[config.mk]
export PLATFORM = sky130hd
export DESIGN_NAME = drv_fault_sup
export DESIGN_NICKNAME = d
export VERILOG_FILES = /design/src/rtl/dfs_pkg.sv /design/src/rtl/dfs_delay_timer.sv /design/src/rtl/dfs_ctrl.sv /design/src/rtl/dfs_dpath.sv /design/src/rtl/drv_fault_sup.sv
export SDC_FILE = /design/constraint.sdc
export NUM_CORES = 1
export LEC_CHECK = 0
export CAP_MARGIN = 20
export CELL_PAD_IN_SITES_DETAIL_PLACEMENT = 0
export CELL_PAD_IN_SITES_GLOBAL_PLACEMENT = 1
export CORE_ASPECT_RATIO = 1.5
export CORE_MARGIN = 2
export CORE_UTILIZATION = 52
export CTS_CLUSTER_DIAMETER = 200
export DETAILED_ROUTE_END_ITERATION = 7
export HOLD_SLACK_MARGIN = 0.12
export PLACE_DENSITY = 0.85
export SYNTH_ARGS = -nofsm -noshare
export SYNTH_HDL_FRONTEND = slang
export SYNTH_HIERARCHICAL = 1
export SYNTH_SLANG_ARGS = --single-unit
[constraint.sdc]
create_clock -name clk -period 4.5 [get_ports clk]
set_input_delay 1.35 -clock clk [delete_from_list [all_inputs] [get_ports clk]]
set_output_delay 1.35 -clock clk [all_outputs]
set_load 0.1 [all_outputs]
[src/rtl/dfs_pkg.sv]
package dfs_pkg;
  // Strobes and levels handed from the control side to the datapath
  typedef struct packed {
    logic clearFaults;  // status reset loaded this cycle
    logic longDelay;    // long short-circuit timeout selected
    logic warnCut;      // prewarning present: cut overcurrent channels now
    logic supplyFail;   // supply fault active, all channels off
    logic thermalHold;  // thermal latch set
    logic inhibit;      // software or hardware inhibit
    logic psfBit;       // latched supply-fail status
  } dfs_strobe_t;
endpackage

[src/rtl/dfs_delay_timer.sv]
module dfs_delay_timer #(
  parameter int TW = 12
) (
  input  logic          clk,
  input  logic          rstN,
  input  logic          run,
  input  logic          tick,
  input  logic [TW-1:0] limit,
  output logic          expire
);
  logic [TW-1:0] cnt;

  assign expire = run && tick && (cnt == limit - TW'(1));

  always_ff @(posedge clk or negedge rstN) begin
    if (!rstN)       cnt <= '0;
    else if (!run)   cnt <= '0;
    else if (tick && !expire) cnt <= cnt + TW'(1);
  end
endmodule

[src/rtl/dfs_ctrl.sv]
module dfs_ctrl
  import dfs_pkg::*;
#(
  parameter int TW             = 12,
  parameter int OV_LONG_TICKS  = 480,
  parameter int OV_SHORT_TICKS = 112,
  parameter int UV_TICKS       = 448
) (
  input  logic        clk,
  input  logic        rstN,
  input  logic        srrReq,
  input  logic        timerSel,
  input  logic        swEnable,
  input  logic        hwEnable,
  input  logic        tick,
  input  logic        uvFlag,
  input  logic        ovFlag,
  input  logic        warnFlag,
  input  logic        hotFlag,
  output dfs_strobe_t strobe
);
  logic          uvExpire, ovExpire;
  logic          supActive, psfLatch, hotLatch;
  logic [TW-1:0] ovLimit;

  assign ovLimit = timerSel ? TW'(OV_LONG_TICKS) : TW'(OV_SHORT_TICKS);

  dfs_delay_timer #(.TW(TW)) u_uvTimer (
    .clk(clk), .rstN(rstN), .run(uvFlag), .tick(tick),
    .limit(TW'(UV_TICKS)), .expire(uvExpire)
  );

  dfs_delay_timer #(.TW(TW)) u_ovTimer (
    .clk(clk), .rstN(rstN), .run(ovFlag), .tick(tick),
    .limit(ovLimit), .expire(ovExpire)
  );

  always_ff @(posedge clk or negedge rstN) begin
    if (!rstN) begin
      supActive <= 1'b0;
      psfLatch  <= 1'b0;
      hotLatch  <= 1'b0;
    end else begin
      // supply fault: set on expiry, drops once supply is healthy
      if (uvExpire || ovExpire)     supActive <= 1'b1;
      else if (!(uvFlag || ovFlag)) supActive <= 1'b0;
      // supply-fail status: sticky until status reset, set wins
      if (uvExpire || ovExpire) psfLatch <= 1'b1;
      else if (srrReq)          psfLatch <= 1'b0;
      // thermal latch: reset only accepted once the flag is gone
      if (hotFlag)     hotLatch <= 1'b1;
      else if (srrReq) hotLatch <= 1'b0;
    end
  end

  always_comb begin
    strobe.clearFaults = srrReq;
    strobe.longDelay   = timerSel;
    strobe.warnCut     = warnFlag;
    strobe.supplyFail  = supActive && (uvFlag || ovFlag);
    strobe.thermalHold = hotLatch;
    strobe.inhibit     = !swEnable || !hwEnable;
    strobe.psfBit      = psfLatch;
  end
endmodule

[src/rtl/dfs_dpath.sv]
module dfs_dpath
  import dfs_pkg::*;
#(
  parameter int NUM_OUT        = 12,
  parameter int TW             = 12,
  parameter int SC_LONG_TICKS  = 3200,
  parameter int SC_SHORT_TICKS = 400,
  localparam int STAT_W        = NUM_OUT + 4
) (
  input  logic               clk,
  input  logic               rstN,
  input  dfs_strobe_t        strobe,
  input  logic [NUM_OUT-1:0] cmd,
  input  logic               openLoadOff,
  input  logic               tick,
  input  logic [NUM_OUT-1:0] ocFlag,
  input  logic [NUM_OUT-1:0] olFlag,
  output logic [NUM_OUT-1:0] drvEn,
  output logic [STAT_W-1:0]  statusWord
);
  logic [TW-1:0]      scLimit;
  logic [NUM_OUT-1:0] scExpire, scSet, scLatch, chanStat;
  logic               scdBit, globalOff;

  assign scLimit   = strobe.longDelay ? TW'(SC_LONG_TICKS) : TW'(SC_SHORT_TICKS);
  assign globalOff = strobe.inhibit || strobe.supplyFail || strobe.thermalHold;

  for (genvar i = 0; i < NUM_OUT; i++) begin : g_chan
    dfs_delay_timer #(.TW(TW)) u_scTimer (
      .clk(clk), .rstN(rstN), .run(ocFlag[i]), .tick(tick),
      .limit(scLimit), .expire(scExpire[i])
    );

    assign scSet[i] = scExpire[i] || (strobe.warnCut && ocFlag[i]);

    always_ff @(posedge clk or negedge rstN) begin
      if (!rstN)                   scLatch[i] <= 1'b0;
      else if (scSet[i])           scLatch[i] <= 1'b1;
      else if (strobe.clearFaults) scLatch[i] <= 1'b0;
    end

    assign drvEn[i]    = cmd[i] && !globalOff && !scLatch[i];
    assign chanStat[i] = (!openLoadOff && !cmd[i]) ? olFlag[i] : drvEn[i];
  end

  always_ff @(posedge clk or negedge rstN) begin
    if (!rstN)                   scdBit <= 1'b0;
    else if (|scSet)             scdBit <= 1'b1;
    else if (strobe.clearFaults) scdBit <= 1'b0;
  end

  always_comb begin
    if (strobe.thermalHold) statusWord = '1;
    else statusWord = {strobe.psfBit, strobe.inhibit, scdBit, chanStat, strobe.warnCut};
  end
endmodule

[src/rtl/drv_fault_sup.sv]
module drv_fault_sup
  import dfs_pkg::*;
#(
  parameter int NUM_PAIR       = 6,
  parameter int SC_LONG_TICKS  = 3200,
  parameter int SC_SHORT_TICKS = 400,
  parameter int OV_LONG_TICKS  = 480,
  parameter int OV_SHORT_TICKS = 112,
  parameter int UV_TICKS       = 448,
  localparam int NUM_OUT       = 2 * NUM_PAIR,
  localparam int WORD_W        = NUM_OUT + 4
) (
  input  logic               clk,
  input  logic               rstN,
  input  logic [WORD_W-1:0]  ctrlWord,
  input  logic               ctrlLoad,
  input  logic               tick,
  input  logic [NUM_OUT-1:0] ocFlag,
  input  logic [NUM_OUT-1:0] olFlag,
  input  logic               uvFlag,
  input  logic               ovFlag,
  input  logic               warnFlag,
  input  logic               hotFlag,
  input  logic               hwEnable,
  output logic [NUM_OUT-1:0] drvEn,
  output logic [WORD_W-1:0]  statusWord
);
  localparam int MAX_SC = (SC_LONG_TICKS > SC_SHORT_TICKS) ? SC_LONG_TICKS : SC_SHORT_TICKS;
  localparam int MAX_OV = (OV_LONG_TICKS > OV_SHORT_TICKS) ? OV_LONG_TICKS : OV_SHORT_TICKS;
  localparam int MAX_SV = (MAX_OV > UV_TICKS) ? MAX_OV : UV_TICKS;
  localparam int MAX_T  = (MAX_SC > MAX_SV) ? MAX_SC : MAX_SV;
  localparam int TW     = $clog2(MAX_T + 1);

  localparam int BIT_OLOFF = NUM_OUT + 1;
  localparam int BIT_SEL   = NUM_OUT + 2;
  localparam int BIT_SWEN  = NUM_OUT + 3;

  dfs_strobe_t strobe;

  dfs_ctrl #(
    .TW(TW), .OV_LONG_TICKS(OV_LONG_TICKS),
    .OV_SHORT_TICKS(OV_SHORT_TICKS), .UV_TICKS(UV_TICKS)
  ) u_ctrl (
    .clk(clk), .rstN(rstN),
    .srrReq(ctrlLoad && ctrlWord[0]),
    .timerSel(ctrlWord[BIT_SEL]),
    .swEnable(ctrlWord[BIT_SWEN]),
    .hwEnable(hwEnable), .tick(tick),
    .uvFlag(uvFlag), .ovFlag(ovFlag),
    .warnFlag(warnFlag), .hotFlag(hotFlag),
    .strobe(strobe)
  );

  dfs_dpath #(
    .NUM_OUT(NUM_OUT), .TW(TW),
    .SC_LONG_TICKS(SC_LONG_TICKS), .SC_SHORT_TICKS(SC_SHORT_TICKS)
  ) u_dpath (
    .clk(clk), .rstN(rstN), .strobe(strobe),
    .cmd(ctrlWord[NUM_OUT:1]),
    .openLoadOff(ctrlWord[BIT_OLOFF]),
    .tick(tick), .ocFlag(ocFlag), .olFlag(olFlag),
    .drvEn(drvEn), .statusWord(statusWord)
  );
endmodule

# Yosys cells after proc, flatten, opt, wreduce, memory -nomap -nowiden
# Cells that the tools add are included.
dict set report word_totals {
  word_cells 303
  output_inout_bits 28
  regBits 184
  input_bits 49
}
dict set report classes {
  muxes 61
  n_addsub 16
  n_eq_ne 29
  reduce_logical 167
}
# op count
set ops {}
lappend ops {{2-to-1 mux 12 bit} 29}
lappend ops {{adder 12 x 1 -> 12 bit, second input constant} 14}
lappend ops {{== test 12 bit} 13}
lappend ops {{logical AND 1 bit} 92}
lappend ops {{logical NOT 1 bit} 42}
lappend ops {{2-to-1 mux 1 bit} 30}
lappend ops {{!= test 2 x 1 -> 1 bit, second input constant} 15}
lappend ops {{nonzero test 2 bit} 15}
lappend ops {{subtractor 12 x 1 -> 12 bit, second input constant} 2}
lappend ops {{logical OR 1 bit} 17}
lappend ops {{2-to-1 mux 16 bit} 1}
lappend ops {{== test 12 x 9 -> 1 bit, second input constant} 1}
lappend ops {{OR reduction 12 bit} 1}
lappend ops {{2-to-1 mux 9 bit} 1}

# Logic depth before layout (Yosys ltp)
dict set report depth {
  ltp_word 9
  ltp_mapped 13
  depth_no_buf 10
}

# Hierarchy
# The synthesis kept the hierarchy.
# module seq_area_each_um2 instances area_per_inst_um2 cells_per_inst
set by_module_without_submodules {}
lappend by_module_without_submodules {{dfs_delay_timer at u_ctrl.u_ovTimer ...} 300.3 13 1123.6 133}
lappend by_module_without_submodules {{dfs_delay_timer at u_dpath.g_chan[11].u_scTimer} 300.3 1 1107.3 131}
lappend by_module_without_submodules {dfs_dpath 325.3 1 983.4 108}
lappend by_module_without_submodules {dfs_ctrl 75.1 1 165.2 19}
lappend by_module_without_submodules {drv_fault_sup 0.0 1 6.3 1}

# Least setup slack after synthesis
# No wires, ideal clock.
dict set report synth_timing {
  path_kind {input to output}
  from {in ovFlag}
  to {out statusWord[1]}
  t_required_ns 3.150
  n_path_buf 0
  arrival_ns 4.956
  path_slack_ns -1.806
  stages 4
  cell_sequence {o21a_1 or3_4 nor3b_1 a211o_1}
}
dict set report synth_between {
  elab_chain_len 9
}
# element line
set synth_lines {}
lappend synth_lines {{start, declared} drv_fault_sup.sv:21} ;# input logic ovFlag,
lappend synth_lines {{logical OR 1 bit} dfs_ctrl.sv:60} ;# strobe.supplyFail = supActive && (uvFlag || ovFlag);
lappend synth_lines {{logical AND 1 bit} dfs_ctrl.sv:60}
lappend synth_lines {{logical OR 1 bit (2 in series)} dfs_dpath.sv:26} ;# assign globalOff = strobe.inhibit || strobe.supplyFail || strobe.thermalHold;
lappend synth_lines {{logical NOT 1 bit} dfs_dpath.sv:42} ;# assign drvEn[i] = cmd[i] && !globalOff && !scLatch[i];
lappend synth_lines {{logical AND 1 bit (2 in series)} dfs_dpath.sv:42}
lappend synth_lines {{named net drvEn[0]} drv_fault_sup.sv:25} ;# output logic [NUM_OUT-1:0] drvEn,
lappend synth_lines {{2-to-1 mux 1 bit} dfs_dpath.sv:43} ;# assign chanStat[i] = (!openLoadOff && !cmd[i]) ? olFlag[i] : drvEn[i];
lappend synth_lines {{2-to-1 mux 16 bit} dfs_dpath.sv:53} ;# if (strobe.thermalHold) statusWord = '1;
lappend synth_lines {{end, declared} drv_fault_sup.sv:26} ;# output logic [WORD_W-1:0] statusWord
# The timed path passes the listed nets, and every way through them passes these cells.

==> metrics.log <==
INFO  metric fmax = 0.225 GHz
INFO  metric min-delay-path-class = flop to flop
INFO  metric globalRouteOverflowTotal = 0
INFO  metric pre_cts_ws = -0.0636 ns
INFO  metric postRouteWirelength = 43.2 mm
INFO  metric maxCapViolations = 0
INFO  metric p_leak = 9.02 nW
INFO  metric setup_viol = 0
INFO  metric post_synth_inst_count = 1,988
INFO  metric worstSetupStartpointType = input pin
INFO  metric grt_pass1_vias = 15,400
INFO  metric grt.total_usage = 26.3%
INFO  metric num-nets-final = 2,571
INFO  metric endpoint_kind = output pin
INFO  metric detailed_place.area = 20,200 um2
INFO  metric synthToLayoutAreaGrowth = 23.5%
INFO  metric detailedPlacementHpwl = 32.5 mm
INFO  metric floorplan.initialDensity = 52.8%
INFO  metric max-slew-margin-rel = 45.3%
INFO  metric die_w = 151 um
INFO  metric grt_antenna_before_repair = 0
INFO  metric final_period_minus_worst_setup_slack = 4.45 ns
INFO  metric cts-buffers-inserted = 17
INFO  metric final-instance-count-excl-fill = 2,918
INFO  metric fin_total_pwr = 0.00423 W
INFO  metric core_area = 31,900 um2
INFO  metric drt-initial-drc-count = 880
INFO  metric finalHoldViolations = 0
INFO  metric period_share = 98.9%
INFO  metric synth_commonest_cells = nand2_1 (195), dfrtp_1 (184), nor2_1 (135)
INFO  metric post-route-worst-setup-slack = 0.0507 ns
INFO  metric grt_util_met1 = 31.6%
INFO  metric timing.setup.critical_path_class = input pin to output pin
INFO  metric clock_latency_on_the_worst_skew_pair = 0.44 ns
INFO  metric clock_tree.buffer_depth = 2
INFO  metric die_area = 33,900 um2
INFO  metric switchingPower = 0.00126 W
INFO  metric post-synth-top-area-cell = dfrtp_1
INFO  metric synth-async-reset-ratio = 100%
INFO  metric path_max_fanout = 12
INFO  metric ctsRootBufferMaster = clkbuf_16
INFO  metric cts_tree = yes
INFO  metric die_height = 225 um
INFO  metric synthDistinctLibCells = 63
INFO  metric seq_area = 4600 um2
INFO  metric grt_max_degree = 84
INFO  metric p_per_area = 203 nW/um2
INFO  metric comb_pwr_share = 20.4%
INFO  metric yosysWarningCount = 6
INFO  metric rows = 80
INFO  metric run_status = complete, no violations
INFO  metric clock-skew-final = 0.00900 ns
INFO  metric synth-main-ff-cell = dfrtp_1
INFO  metric final_max_slew_viol_count = 0
INFO  metric routed-via-count = 16,000
INFO  metric seq_power_share = 41.4%
INFO  metric global_route_wire_length_before_repair = 72.9 mm
INFO  metric place.detailed.instances = 2,884
INFO  metric drtPass1Iterations = 5
INFO  metric internal_power = 0.00297 W
INFO  metric finalCoreUtilization = 65.3%
INFO  metric final.fill_count = 2,844
INFO  metric top_usage_layer = met2
INFO  metric endpoint_arrival_time_on_the_critical_path = 3.10 ns
INFO  metric portBuffers = 76
INFO  metric irDropWorstVdd = 0.000270 V
INFO  metric htree_levels = 4
INFO  metric numClockSinks = 184
INFO  metric sw_frac_of_total = 29.8%
INFO  metric multi_input_comb_area = 13,100 um2
INFO  metric cp_required = 3.15 ns
INFO  metric ys_ff_latch = 184
INFO  metric synth_enable_flop_cells = 0
INFO  metric worst-slew-pin-transition = 0.821 ns
INFO  metric synth_largest_type_area_fraction = 27.3%
INFO  metric drt-wirelength-per-cell = 14.8 um
INFO  metric hold_buffers = 0
INFO  metric layout-drive-gt1-share = 9.25%
INFO  metric num_io_pins = 77
INFO  metric most_repeated_cell_in_the_gate_level_netlist_after_synthesis = nand2_1
INFO  metric synth.top_cells.by_area = dfrtp_1 (27%), xor2_1 (5.0%), nand2_1 (4.3%)
INFO  metric post_synth.cell_area_avg = 8.49 um2
INFO  metric routed_via_density = 5.47
INFO  metric clkSlewWorstSetupHoldPaths = 0.07 ns
INFO  metric ant_nets = 0
INFO  metric drc = 0
INFO  metric netlist_area = 16,900 um2
INFO  metric globalRouteMet3Util = 2.92%
INFO  metric finalWeightedCongestion = 0.853
INFO  metric unrepaired_setup_endpoints_after_global_routing = false
INFO  metric met2_usage = 48.9%
INFO  metric synth-seq-area-share = 27.3%
INFO  metric final_design_area_no_fill = 20,800 um2
INFO  metric clock_power_share = 38.2%
registers in the layout (all words and copies together), names as in the netlist:
name,flops
u_ctrl/u_ovTimer/cnt,12
u_ctrl/hotLatch,1
u_dpath/scLatch,12
u_ctrl/supActive,1
u_dpath/g_chan.u_scTimer/cnt,144
u_dpath/scdBit,1
u_ctrl/u_uvTimer/cnt,12
u_ctrl/psfLatch,1
logic make-up after synthesis:
kind of cell | share of synthesized area [%]
buf+inv | 6.59
flops | 27.3
other cells | 0.0890
xor+xnor | 10.4
compound gates | 19.6
mux | 3.98
simple gates | 30.0
fa+ha+maj | 2.08
layout make-up:
class	instances	share of cell area (%)
repair buffers	146	7.75
diodes	1	0.0120
clock buffers	20	2.24
well taps	410	2.46
clock inverters	12	0.793
multi-input cells	2057	63.0
inverters	88	1.60
flip-flops and latches	184	22.1
final timing paths:
path                                                          from                                  to  slack, ns  cells after the start
worst max-delay path                                        uvFlag                            drvEn[7]       0.05                      7
worst min-delay path                               u_ctrl/psfLatch                     u_ctrl/psfLatch       0.54                      2
worst max register to register  u_dpath/g_chan[3].u_scTimer/cnt[6]  u_dpath/g_chan[3].u_scTimer/cnt[9]       1.84                      8
worst min register to register                     u_ctrl/psfLatch                     u_ctrl/psfLatch       0.54                      2
max in group asynchronous                                     rstN  u_dpath/g_chan[5].u_scTimer/cnt[2]       2.62                      2
min in group asynchronous                                     rstN             u_ctrl/u_ovTimer/cnt[3]       0.96                      1
power by group through the flow:
stage	logic (W)	registers, W	clock network [W]
after CTS	0.000839	0.00175	0.00166
after floorplan	0.000612	0.00176	0
after detailed placement	0.000836	0.00178	0
after global routing	0.000967	0.00176	0.00173
final	0.000863	0.00175	0.00162
after global placement	0.000822	0.00178	0
metrics by stage:
step | hold WS [ns] | TNS (ns)
after global routing | 0.558 | 0
after floorplan | 0.454 | -2.97
final | 0.537 | 0
after CTS | 0.539 | 0
after detailed placement | 0.527 | -0.742
after global placement | 0.520 | -0.346
placed cells by master (no fill, tap or decap), types with 69 or more instances in the layout:
master	instances
nand2_1	195
conb_1	448
dfrtp_1	184
nor2_1	135
or4_1	82
inv_1	86
xor2_1	97
o31ai_1	69
nand3_1	94
xnor2_1	70
critical path, stage by stage:
cell and delay [ns]:
clkdlybuf4s50_1 0.43, o21a_1 0.19, or3_4 0.37, buf_12 0.18, nor3b_4 0.24, buf_4 0.15, buf_12 0.16
repair_timing:
action / in CTS / in global routing
resized for setup: 2 / 0
pin swaps: 5 / 2
setup endpoints to repair: 20 / 3
setup buffers: 1 / 0
metal layers:
metal	share of wire, %	vias up	routed length (um)
met2	53	266	22900
met3	3.2	47	1400
li1	-	8028	-
met1	42	7620	18100
met4	2.0	0	850
met5	0	-	0
Power figures use the tool's default switching activity.
